==> config.mk <==
export PLATFORM = sky130hd
export DESIGN_NAME = eeprom_txn_classifier
export DESIGN_NICKNAME = d
export VERILOG_FILES = /design/src/rtl/eecls_pkg.sv /design/src/rtl/eecls_seq.sv /design/src/rtl/eecls_track.sv /design/src/rtl/eeprom_txn_classifier.sv
export SDC_FILE = /design/constraint.sdc
export NUM_CORES = 1
export LEC_CHECK = 0
export ABC_AREA = 1
export BUFFER_PORTS_ARGS = -buffer_cell sky130_fd_sc_hd__buf_2
export CORE_UTILIZATION = 62
export DETAILED_ROUTE_END_ITERATION = 10
export GPL_TIMING_DRIVEN = 0
export HOLD_SLACK_MARGIN = 0.05
export PLACE_DENSITY = 0.85
export SLEW_MARGIN = 20
export SYNTH_ARGS = -nofsm -noshare
export SYNTH_HDL_FRONTEND = slang
export SYNTH_SLANG_ARGS = --single-unit
==> constraint.sdc <==
create_clock -name clk -period 6.9 [get_ports clk]
set_clock_uncertainty 0.1 [all_clocks]
set_input_delay 0.345 -clock clk [delete_from_list [all_inputs] [get_ports clk]]
set_output_delay 0.345 -clock clk [all_outputs]
set_load 0.01 [all_outputs]
==> src/rtl/eecls_pkg.sv <==
package eecls_pkg;

  typedef enum logic [3:0] {
    EV_NONE    = 4'd0,
    EV_START   = 4'd1,
    EV_RSTART  = 4'd2,
    EV_STOP    = 4'd3,
    EV_ADDR_RD = 4'd4,
    EV_ADDR_WR = 4'd5,
    EV_DATA_RD = 4'd6,
    EV_DATA_WR = 4'd7,
    EV_ACK     = 4'd8,
    EV_NACK    = 4'd9
  } ev_kind_e;

  typedef enum logic [2:0] {
    OP_NONE    = 3'd0,
    OP_BYTE_WR = 3'd1,
    OP_PAGE_WR = 3'd2,
    OP_CUR_RD  = 3'd3,
    OP_RAND_RD = 3'd4,
    OP_SEQ_RD  = 3'd5
  } op_e;

  localparam int WARN_W    = 6;
  localparam int WB_NOACK  = 0;
  localparam int WB_ABORT  = 1;
  localparam int WB_ACKSTP = 2;
  localparam int WB_RSTART = 3;
  localparam int WB_OVER   = 4;
  localparam int WB_CROSS  = 5;

  typedef enum logic [3:0] {
    S_IDLE, S_CTRL, S_RCACK, S_RBYTE, S_RBACK,
    S_WCACK, S_WADDR, S_WAACK, S_WDATA, S_WDACK,
    S_R2CTRL, S_R2CACK, S_R2BYTE, S_R2BACK, S_LAST
  } st_e;

endpackage

==> src/rtl/eecls_seq.sv <==
module eecls_seq
  import eecls_pkg::*;
#(
  parameter int ADDR_BYTES = 1
) (
  input  logic     clk,
  input  logic     rst,
  input  logic     ev_valid,
  input  ev_kind_e ev_kind,
  input  logic     cnt_is0,
  input  logic     cnt_is1,
  output logic     rpt,
  output op_e      rpt_op,
  output logic [3:0] rpt_warn,
  output logic     wa_we,
  output logic     cnt_inc,
  output logic     cnt_clr,
  output logic     ctl_we
);

  localparam int IDX_W = (ADDR_BYTES > 1) ? $clog2(ADDR_BYTES) : 1;
  localparam logic [IDX_W-1:0] LAST_IDX = IDX_W'(ADDR_BYTES - 1);

  st_e              state, state_n;
  op_e              pend, pend_n;
  logic [IDX_W-1:0] idx, idx_n;

  always_comb begin
    state_n  = state;
    pend_n   = pend;
    idx_n    = idx;
    rpt      = 1'b0;
    rpt_op   = OP_NONE;
    rpt_warn = '0;
    wa_we    = 1'b0;
    cnt_inc  = 1'b0;
    cnt_clr  = 1'b0;
    ctl_we   = 1'b0;
    if (ev_valid) begin
      state_n = S_IDLE;
      case (state)
        S_IDLE: begin
          if (ev_kind == EV_START || ev_kind == EV_RSTART) begin
            state_n = S_CTRL;
            cnt_clr = 1'b1;
          end
        end
        S_CTRL: begin
          if (ev_kind == EV_ADDR_RD) begin
            ctl_we = 1'b1; state_n = S_RCACK;
          end else if (ev_kind == EV_ADDR_WR) begin
            ctl_we = 1'b1; state_n = S_WCACK;
          end
        end
        S_RCACK: begin
          if (ev_kind == EV_ACK) state_n = S_RBYTE;
          else if (ev_kind == EV_NACK) begin
            rpt = 1'b1; rpt_warn[WB_NOACK] = 1'b1;
          end
        end
        S_RBYTE: begin
          if (ev_kind == EV_DATA_RD) begin
            cnt_inc = 1'b1; state_n = S_RBACK;
          end else if (ev_kind == EV_STOP) begin
            rpt = 1'b1; rpt_warn[WB_ABORT] = 1'b1;
          end
        end
        S_RBACK: begin
          if (ev_kind == EV_NACK) begin
            pend_n = OP_CUR_RD; state_n = S_LAST;
          end
        end
        S_WCACK: begin
          if (ev_kind == EV_ACK) begin
            idx_n = '0; state_n = S_WADDR;
          end else if (ev_kind == EV_NACK) begin
            rpt = 1'b1; rpt_warn[WB_NOACK] = 1'b1;
          end
        end
        S_WADDR: begin
          if (ev_kind == EV_DATA_WR) begin
            wa_we = 1'b1; state_n = S_WAACK;
          end else if (ev_kind == EV_STOP) begin
            rpt = 1'b1; rpt_warn[WB_ABORT] = 1'b1;
          end
        end
        S_WAACK: begin
          if (ev_kind == EV_ACK) begin
            if (idx == LAST_IDX) state_n = S_WDATA;
            else begin
              idx_n   = idx + 1'b1;
              state_n = S_WADDR;
            end
          end
        end
        S_WDATA: begin
          if (ev_kind == EV_DATA_WR) begin
            cnt_inc = 1'b1; state_n = S_WDACK;
          end else if (ev_kind == EV_STOP) begin
            rpt    = !cnt_is0;
            rpt_op = cnt_is1 ? OP_BYTE_WR : OP_PAGE_WR;
          end else if (ev_kind == EV_RSTART && cnt_is0) begin
            state_n = S_R2CTRL;
          end
        end
        S_WDACK:  if (ev_kind == EV_ACK) state_n = S_WDATA;
        S_R2CTRL: begin
          if (ev_kind == EV_ADDR_RD) begin
            ctl_we = 1'b1; state_n = S_R2CACK;
          end
        end
        S_R2CACK: if (ev_kind == EV_ACK) state_n = S_R2BYTE;
        S_R2BYTE: begin
          if (ev_kind == EV_DATA_RD) begin
            cnt_inc = 1'b1; state_n = S_R2BACK;
          end else if (ev_kind == EV_STOP) begin
            rpt = 1'b1;
            rpt_warn[WB_ACKSTP] = 1'b1;
            rpt_op = cnt_is0 ? OP_NONE : (cnt_is1 ? OP_RAND_RD : OP_SEQ_RD);
          end
        end
        S_R2BACK: begin
          if (ev_kind == EV_ACK) state_n = S_R2BYTE;
          else if (ev_kind == EV_NACK) begin
            pend_n  = cnt_is1 ? OP_RAND_RD : OP_SEQ_RD;
            state_n = S_LAST;
          end
        end
        S_LAST: begin
          if (ev_kind == EV_STOP) begin
            rpt = 1'b1; rpt_op = pend;
          end else if (ev_kind == EV_RSTART) begin
            rpt = 1'b1; rpt_op = pend;
            rpt_warn[WB_RSTART] = 1'b1;
            cnt_clr = 1'b1;
            state_n = S_CTRL;
          end
        end
        default: state_n = S_IDLE;
      endcase
    end
  end

  always_ff @(posedge clk) begin
    if (rst) begin
      state <= S_IDLE;
      pend  <= OP_NONE;
      idx   <= '0;
    end else begin
      state <= state_n;
      pend  <= pend_n;
      idx   <= idx_n;
    end
  end

  // a report is only ever raised by an accepted event
  a_r13_rpt_needs_event: assert property (@(posedge clk) disable iff (rst)
    rpt |-> ev_valid);

  // the block leaves idle only through a start condition
  a_r1_idle_exit: assert property (@(posedge clk) disable iff (rst)
    (state == S_IDLE && !(ev_valid && (ev_kind == EV_START || ev_kind == EV_RSTART)))
      |=> state == S_IDLE);

endmodule

==> src/rtl/eecls_track.sv <==
module eecls_track #(
  parameter int ADDR_BYTES = 1,
  parameter int CNT_W      = 8,
  parameter int PAGE_BYTES = 8,
  parameter logic [8*ADDR_BYTES-1:0] ADDR_INIT = '0
) (
  input  logic                    clk,
  input  logic                    rst,
  input  logic [7:0]              ev_byte,
  input  logic                    wa_we,
  input  logic                    cnt_inc,
  input  logic                    cnt_clr,
  input  logic                    rpt,
  output logic                    cnt_is0,
  output logic                    cnt_is1,
  output logic [8*ADDR_BYTES-1:0] start_addr,
  output logic [CNT_W-1:0]        byte_cnt,
  output logic                    pg_over,
  output logic                    pg_cross
);

  localparam int ADDR_W = 8 * ADDR_BYTES;
  localparam int PG_SH  = $clog2(PAGE_BYTES);
  localparam logic [CNT_W-1:0] PAGE_C = CNT_W'(PAGE_BYTES);

  logic [ADDR_W-1:0] wa, ctr, last_addr;
  logic              wa_ok;

  generate
    if (ADDR_BYTES == 1) begin : g_wa_one
      always_ff @(posedge clk) begin
        if (rst) wa <= '0;
        else if (wa_we) wa <= ev_byte;
      end
    end else begin : g_wa_multi
      always_ff @(posedge clk) begin
        if (rst) wa <= '0;
        else if (wa_we) wa <= {wa[ADDR_W-9:0], ev_byte};
      end
    end
  endgenerate

  always_ff @(posedge clk) begin
    if (rst) begin
      ctr      <= ADDR_INIT;
      byte_cnt <= '0;
      wa_ok    <= 1'b0;
    end else begin
      if (rpt) ctr <= start_addr + ADDR_W'(byte_cnt);
      if (cnt_clr) begin
        byte_cnt <= '0;
        wa_ok    <= 1'b0;
      end else begin
        if (cnt_inc && byte_cnt != '1) byte_cnt <= byte_cnt + 1'b1;
        if (wa_we) wa_ok <= 1'b1;
      end
    end
  end

  always_comb begin
    start_addr = wa_ok ? wa : ctr;
    cnt_is0    = (byte_cnt == '0);
    cnt_is1    = (byte_cnt == CNT_W'(1));
    last_addr  = start_addr + ADDR_W'(byte_cnt) - 1'b1;
    pg_over    = byte_cnt > PAGE_C;
    pg_cross   = !cnt_is0 && ((start_addr >> PG_SH) != (last_addr >> PG_SH));
  end

  // the counter moves only when a transaction is reported
  a_r8_ctr_hold: assert property (@(posedge clk) disable iff (rst)
    !rpt |=> $stable(ctr));

  // a cleared byte count is zero on the following cycle
  a_r8_cnt_clear: assert property (@(posedge clk) disable iff (rst)
    cnt_clr |=> cnt_is0);

endmodule

==> src/rtl/eeprom_txn_classifier.sv <==
module eeprom_txn_classifier
  import eecls_pkg::*;
#(
  parameter int ADDR_BYTES = 1,
  parameter int CS_PINS    = 3,
  parameter int PAGE_BYTES = 8,
  parameter int CNT_W      = 8,
  parameter logic [8*ADDR_BYTES-1:0] ADDR_INIT = '0
) (
  input  logic                    clk,
  input  logic                    rst,
  input  logic                    ev_valid,
  input  logic [3:0]              ev_kind,
  input  logic [7:0]              ev_byte,
  output logic                    txn_valid,
  output logic [2:0]              txn_op,
  output logic [8*ADDR_BYTES-1:0] txn_addr,
  output logic [CNT_W-1:0]        txn_count,
  output logic [5:0]              txn_warn,
  output logic [3:0]              txn_ctl_code,
  output logic [CS_PINS-1:0]      txn_chip_sel
);

  localparam int ADDR_W = 8 * ADDR_BYTES;

  logic              rpt, wa_we, cnt_inc, cnt_clr, ctl_we;
  logic              cnt_is0, cnt_is1, pg_over, pg_cross, is_page;
  op_e               rpt_op;
  logic [3:0]        rpt_warn;
  logic [ADDR_W-1:0] start_addr;
  logic [CNT_W-1:0]  byte_cnt;
  logic [3:0]        code_q;
  logic [CS_PINS-1:0] sel_q;

  eecls_seq #(.ADDR_BYTES(ADDR_BYTES)) u_seq (
    .clk      (clk),
    .rst      (rst),
    .ev_valid (ev_valid),
    .ev_kind  (ev_kind_e'(ev_kind)),
    .cnt_is0  (cnt_is0),
    .cnt_is1  (cnt_is1),
    .rpt      (rpt),
    .rpt_op   (rpt_op),
    .rpt_warn (rpt_warn),
    .wa_we    (wa_we),
    .cnt_inc  (cnt_inc),
    .cnt_clr  (cnt_clr),
    .ctl_we   (ctl_we)
  );

  eecls_track #(
    .ADDR_BYTES (ADDR_BYTES),
    .CNT_W      (CNT_W),
    .PAGE_BYTES (PAGE_BYTES),
    .ADDR_INIT  (ADDR_INIT)
  ) u_track (
    .clk        (clk),
    .rst        (rst),
    .ev_byte    (ev_byte),
    .wa_we      (wa_we),
    .cnt_inc    (cnt_inc),
    .cnt_clr    (cnt_clr),
    .rpt        (rpt),
    .cnt_is0    (cnt_is0),
    .cnt_is1    (cnt_is1),
    .start_addr (start_addr),
    .byte_cnt   (byte_cnt),
    .pg_over    (pg_over),
    .pg_cross   (pg_cross)
  );

  assign is_page = (rpt_op == OP_PAGE_WR);

  always_ff @(posedge clk) begin
    if (rst) begin
      code_q <= '0;
      sel_q  <= '0;
    end else if (ctl_we) begin
      code_q <= ev_byte[7:4];
      sel_q  <= ev_byte[CS_PINS:1];
    end
  end

  always_ff @(posedge clk) begin
    if (rst) begin
      txn_valid    <= 1'b0;
      txn_op       <= OP_NONE;
      txn_addr     <= '0;
      txn_count    <= '0;
      txn_warn     <= '0;
      txn_ctl_code <= '0;
      txn_chip_sel <= '0;
    end else begin
      txn_valid <= rpt;
      if (rpt) begin
        txn_op       <= rpt_op;
        txn_addr     <= start_addr;
        txn_count    <= byte_cnt;
        txn_warn     <= {pg_cross & is_page, pg_over & is_page, rpt_warn};
        txn_ctl_code <= code_q;
        txn_chip_sel <= sel_q;
      end
    end
  end

  // reports are isolated single-cycle pulses
  a_r13_single_pulse: assert property (@(posedge clk) disable iff (rst)
    txn_valid |=> !txn_valid);

  // a byte write always carries exactly one data byte
  a_r4_byte_count: assert property (@(posedge clk) disable iff (rst)
    (txn_valid && txn_op == OP_BYTE_WR) |-> txn_count == CNT_W'(1));

  // a current-address read carries exactly one data byte
  a_r7_cur_count: assert property (@(posedge clk) disable iff (rst)
    (txn_valid && txn_op == OP_CUR_RD) |-> txn_count == CNT_W'(1));

  // page warnings never appear outside a page write
  a_r12_page_only: assert property (@(posedge clk) disable iff (rst)
    (txn_valid && txn_op != OP_PAGE_WR) |-> txn_warn[5:4] == 2'b00);

  // an unclassified report always explains itself with a warning
  a_r9_none_warns: assert property (@(posedge clk) disable iff (rst)
    (txn_valid && txn_op == OP_NONE) |-> txn_warn[3:0] != 4'h0);

endmodule

## After elaboration in Yosys (flattened, before gate mapping)

Index checks and enable logic that the tools add are counted.

- $add $sub $neg: 4
- Mux-type cells: 72
- Eq/ne operators: 32
- Reduce and logical (&&, ||, !) cells: 14
- Bitwise operators: 2
- $lt $le $gt $ge: 1

Operator list:

| cell | count |
|---|---|
| $pmux 4 s15 | 1 |
| $mux 4 | 14 |
| $mux 3 | 15 |
| $eq 4x4->1 const B | 9 |
| $eq 4x3->1 const B | 8 |
| $mux 1 | 31 |
| $eq 4x2->1 const B | 4 |
| $pmux 1 s2 | 5 |
| $pmux 3 s3 | 1 |
| $add 8x1->8 const B | 1 |
| $add 8x8->8 | 1 |
| $eq 4x1->1 const B | 2 |
| $eq 8x1->1 const B | 1 |
| $gt 8x4->1 const B | 1 |
| $logic_not 8->1 | 1 |
| $mux 8 | 1 |
| $ne 2x1->1 const B | 4 |
| $ne 8x8->1 const B | 1 |
| $sub 8x1->8 const B | 1 |
| $pmux 3 s2 | 1 |
| $reduce_or 2->1 | 3 |
| $ne 5x5->1 | 1 |
| $pmux 1 s5 | 1 |
| $reduce_and 5->1 | 1 |
| other kinds (11) | 16 |

- Bits in registers: 73
- Input port bits: 15

## Depth between registers and ports, before layout

- Word-level depth: 9
- Gate-level depth with buffers: 22

## Hierarchy

Synthesis repeated with hierarchy kept, for this count alone.

- Cell total of the unflattened synthesis: 604
- Area, all modules: 3972.6 um2

Modules (own cells, without submodules):

| module | cells an instance | instances | area each (um2) |
|---|---|---|---|
| eecls_track | 272 | 1 | 1773.0 |
| eeprom_txn_classifier | 171 | 1 | 1383.8 |
| eecls_seq | 161 | 1 | 815.8 |

## Worst setup path after synthesis

OpenSTA, ideal clock, no wires.

- Path kind: register to register
- From: register u_track.wa_ok
- To: register txn_warn[5]
- Stages on the path, launching flop included: 20
- Setup slack: 4.086 ns
- Path buffers: 1
- Data required time: 6.669 ns
- Arrival time: 2.584 ns
- Path through: dfxtp_1 clkbuf_1 inv_1 o21ai_0 ha_1 inv_1 fa_1 nand2_1 nor2_2 nand3_1 nor2_1 nand2_1 nand2_1 nand2_1 nand2_1 nand2_1 inv_1 nand3_1 nand2_1 a21oi_2

- Cells in the longest elaborated chain, start to end: 6

RTL lines:

| element | RTL line | RTL |
|---|---|---|
| from (decl) | eecls_track.sv:27 | `logic wa_ok;` |
| from (signal assigned) | eecls_track.sv:47 | `wa_ok <= 1'b0;` |
| from (signal assigned) | eecls_track.sv:52 | `wa_ok <= 1'b0;` |
| from (signal assigned) | eecls_track.sv:55 | `if (wa_we) wa_ok <= 1'b1;` |
| $mux 8 | eecls_track.sv:61 | `start_addr = wa_ok ? wa : ctr;` |
| net start_addr[0] | eeprom_txn_classifier.sv:30 | `logic [ADDR_W-1:0] start_addr;` |
| $add 8x8->8 | eecls_track.sv:64 | `last_addr = start_addr + ADDR_W'(byte_cnt) - 1'b1;` |
| $sub 8x1->8 | eecls_track.sv:64 |  |
| $ne 5x5->1 | eecls_track.sv:66 | `pg_cross = !cnt_is0 && ((start_addr >> PG_SH) != (last_addr >> PG_SH));` |
| $logic_and 1x1->1 | eecls_track.sv:66 |  |
| $and 1x1->1 | eeprom_txn_classifier.sv:99 | `txn_warn <= {pg_cross & is_page, pg_over & is_page, rpt_warn};` |
| to (signal assigned) | eeprom_txn_classifier.sv:99 |  |
| to (decl) | eeprom_txn_classifier.sv:19 | `output logic [5:0] txn_warn,` |

The timed path passes the listed nets, and every way through them passes these cells.
A chain may end at the register's enable or synchronous reset.

## Final worst setup path

Ends and elaborated chain as after synthesis.

==> results.sh <==
export IMPL_synth_seq_cells=72
export IMPL_critPathMaxFanout=10
export IMPL_ioPinCount=48
export IMPL_final_area_sq_mm=0.004369
export IMPL_worstPathArrival_ns=3.73
export IMPL_cp_start_kind="flip-flop"
export IMPL_tightestPinTransition_ns=0.6792
export IMPL_initial_core_util_pct=64.58
export IMPL_synth_cell_type_count=37
export IMPL_power_density_mw_per_mm2=186.8
export IMPL_drv_slew=0
export IMPL_yosys_cell_count_top_type="nand2_1"
export IMPL_relSlewSlack_pct=54.24
export IMPL_crit_buf_inv=4
export IMPL_grt_pass1_vias=3703
export IMPL_numPortBuffers=46
export IMPL_clockBufferDepth=2
export IMPL_postSynthAreaPerCell_sq_um=6.816
export IMPL_grt_max_degree=14
export IMPL_die_area_sq_mm=0.006485
export IMPL_slowest_delay_ns=0.54
export IMPL_synth_area_sq_mm=0.003824
export IMPL_synth_top_area_cell="dfxtp_1"
export IMPL_synthTopCellsByArea="dfxtp_1 (38%), nand2_1 (11%), o21ai_0 (7.7%), nor2_1 (7.4%), a21oi_1 (6.5%)"
export IMPL_antenna_found_initial=0
export IMPL_drc=0
export IMPL_cts_root_buf="clkbuf_8"
export IMPL_cts_tree="done"
export IMPL_path_class="flip-flop to flip-flop"
export IMPL_clock_sinks=72
export IMPL_core_sq_mm=0.005921
export IMPL_ir_drop_mv=0.1902
export IMPL_dpl_hpwl_microns=7854
export IMPL_cts_hold_buffers=0
export IMPL_viasPerCell=5.731
export IMPL_grt_first_pass_wirelength_microns=17080
export IMPL_synth_fp_nets=587
export IMPL_synth_edff_count=0
export IMPL_dpl_cell_area_sq_mm=0.004148
export IMPL_finalHoldViolCount=0
export IMPL_rows=28
export IMPL_setup_viol=0
export IMPL_min_path_type="primary input to flip-flop"
export IMPL_drive_above_1_share_pct=15.25
export IMPL_ant_nets=0
export IMPL_die_x_microns=80.53
export IMPL_drt_iter0_drc=369
export IMPL_track_usage_pct=34.65
export IMPL_critical_path_most_common_cell="nand2_1"
export IMPL_cts_made_buffers=9
export IMPL_wl_per_cell_microns=15.02
export IMPL_clk_pin_slew_ns=0.08
export IMPL_synth_common_cells="nand2_1 (116), nor2_1 (75), dfxtp_1 (72), inv_1 (62), o21ai_0 (59)"
export IMPL_rsz0062_at_grt="no"
export IMPL_detail_route_wirelength_microns=10480
export IMPL_min_period_over_period_pct=52.26
export IMPL_fmax_mhz=277.3
export IMPL_drv_cap=0
export IMPL_firstDrtPassIters=8
export IMPL_post_cts_setup_buffer_count=0
export IMPL_seq_area_frac_synth_pct=37.70
export IMPL_critPathCaptureType="flip-flop"
export IMPL_yosysWarnings=0
export IMPL_worstPathCellList="clkbuf_1 > inv_1 > o21ai_0 > ha_1 > inv_1 > fa_1 > nand2_1 > nor2_2 > nand3_1 > nor2_1 > nand2_1 > nand2_1 > nand2_1 > nand2_1 > nand2_1 > inv_1 > nand3_1 > nand2_1 > a21oi_2"
export IMPL_h_tree_depth=3
export IMPL_worstPathRequired_ns=7.03
export IMPL_synth_top_area_share_pct=37.70
export IMPL_status="complete, no violations"
export IMPL_die_h_microns=80.53
export IMPL_async_flop_share_pct=0
export IMPL_fin_setup_tns_ns=0
export IMPL_syn2layout_area_growth_pct=14.27
export IMPL_syn_instance_count=561
export IMPL_p_leak_nw=2.036
export IMPL_clk_latency_ns=0.35
export IMPL_ys_flop_type="dfxtp_1"
export IMPL_cts_resized=0
export IMPL_antenna_cells=0
export IMPL_crit_family="simple AND/OR/NAND/NOR gates"
export IMPL_vias=4000
export IMPL_layout_min_cycle_time_ns=3.606
export IMPL_place_congestion=0.9213
export IMPL_gr_total_overflow=0
export IMPL_nNetsFinal=644
export IMPL_slowest_stage="fa_1"
[where the power goes]
group / switching (mW) / leakage [nW] / internal [mW]
registers: 0.000395 / 0.580 / 0.415
clock network: 0.167 / 0.107 / 0.206
logic: 0.0202 / 1.35 / 0.00739
total: 0.188 / 2.04 / 0.628
[stage by stage]
| stage | hold WS (ns) | worst slack, ns | instances | util [%] | total power [mW] |
|---|---|---|---|---|---|
| 2_1_floorplan | 0.3216 | 4.086 | 561 | - | 0.4405 |
| 3_3_place_gp | 0.3387 | 3.533 | 682 | 70.05 | 0.4519 |
| 3_5_place_dp | 0.3465 | 3.461 | 682 | 70.05 | 0.4524 |
| 4_1_cts | 0.1404 | 3.373 | 698 | 73.80 | 0.8160 |
| 5_1_grt | 0.1688 | 2.993 | 698 | 73.80 | 0.8374 |
| 6_report | 0.1447 | 3.294 | 698 | 73.80 | 0.8161 |
[cells in the final DEF (no fill, tap or decap), types with 4 or more instances in the layout]
cell type	Yosys	routed
a211oi_1	6	6
ha_1	10	10
clkbuf_1	8	9
clkbuf_8	0	9
nor2_2	5	5
nand4_1	11	11
nand3_1	42	42
o21ai_0	59	59
nand2_2	4	4
nor2_1	75	75
dfxtp_1	72	72
inv_1	62	62
nand2_1	116	116
a21oi_1	50	50
buf_2	2	48
[cell families (layout without fill, tap and decap cells)]
family | count (synthesis) | after routing | synth area share (%)
adders and majority gates | 11 | 11 | 3.796
xor gates and xnor gates | 3 | 3 | 0.6873
AOI/OAI and AO/OA | 123 | 123 | 17.11
and+or+nand+nor | 268 | 268 | 31.48
DFF | 72 | 72 | 37.70
buffers and inverters | 84 | 146 | 9.228
[layout make-up]
cell class,count,area [sq um]
Clock buffer,10,127.6
Buffer,19,108.9
Clock inverter,6,93.84
Tap cell,75,93.84
Multi-Input combinational cell,405,2029
Timing Repair Buffer,46,230.2
Inverter,65,244.0
Fill cell,466,1551
Sequential cell,72,1441
[layer usage]
layer  routed length [microns]  part of all wire [%]  global-route usage, %
met1                      4496                    43                  43.38
met4                       198                   1.9                  11.07
met5                         0                     0                      0
met3                       811                   7.7                  7.614
met2                      4976                    47                  58.64
[state kept, by name (all words and copies together), names as in the netlist]
register          flops
u_seq.pend            3
u_track.wa            8
txn_valid             1
code_q                4
txn_warn              6
u_track.wa_ok         1
u_seq.state           4
txn_chip_sel          3
txn_count             8
txn_addr              8
sel_q                 3
txn_op                3
u_track.ctr           8
txn_ctl_code          4
u_track.byte_cnt      8
[worst paths after layout]
path | startpoint | to | slack [ns] | cells past startpoint
worst max-delay path | u_track.wa_ok | txn_warn[5] | 3.29 | 19
worst min-delay path | ev_byte[4] | code_q[0] | 0.14 | 3
worst min register to register | u_track.wa[7] | u_track.wa[7] | 0.36 | 2
worst max register to register | u_track.wa_ok | txn_warn[5] | 3.29 | 19
[worst reg2reg max path, delay by kind of cell (launching register included)]
| kind | cells | cell delay, ns |
|---|---|---|
| simple gates | 11 | 1.08 |
| fa+ha+maj | 2 | 0.80 |
| buf+inv | 4 | 0.64 |
| compound gates | 2 | 0.47 |
| flops | 1 | 0.39 |
Note: power is estimated with default switching activity, not from simulation.
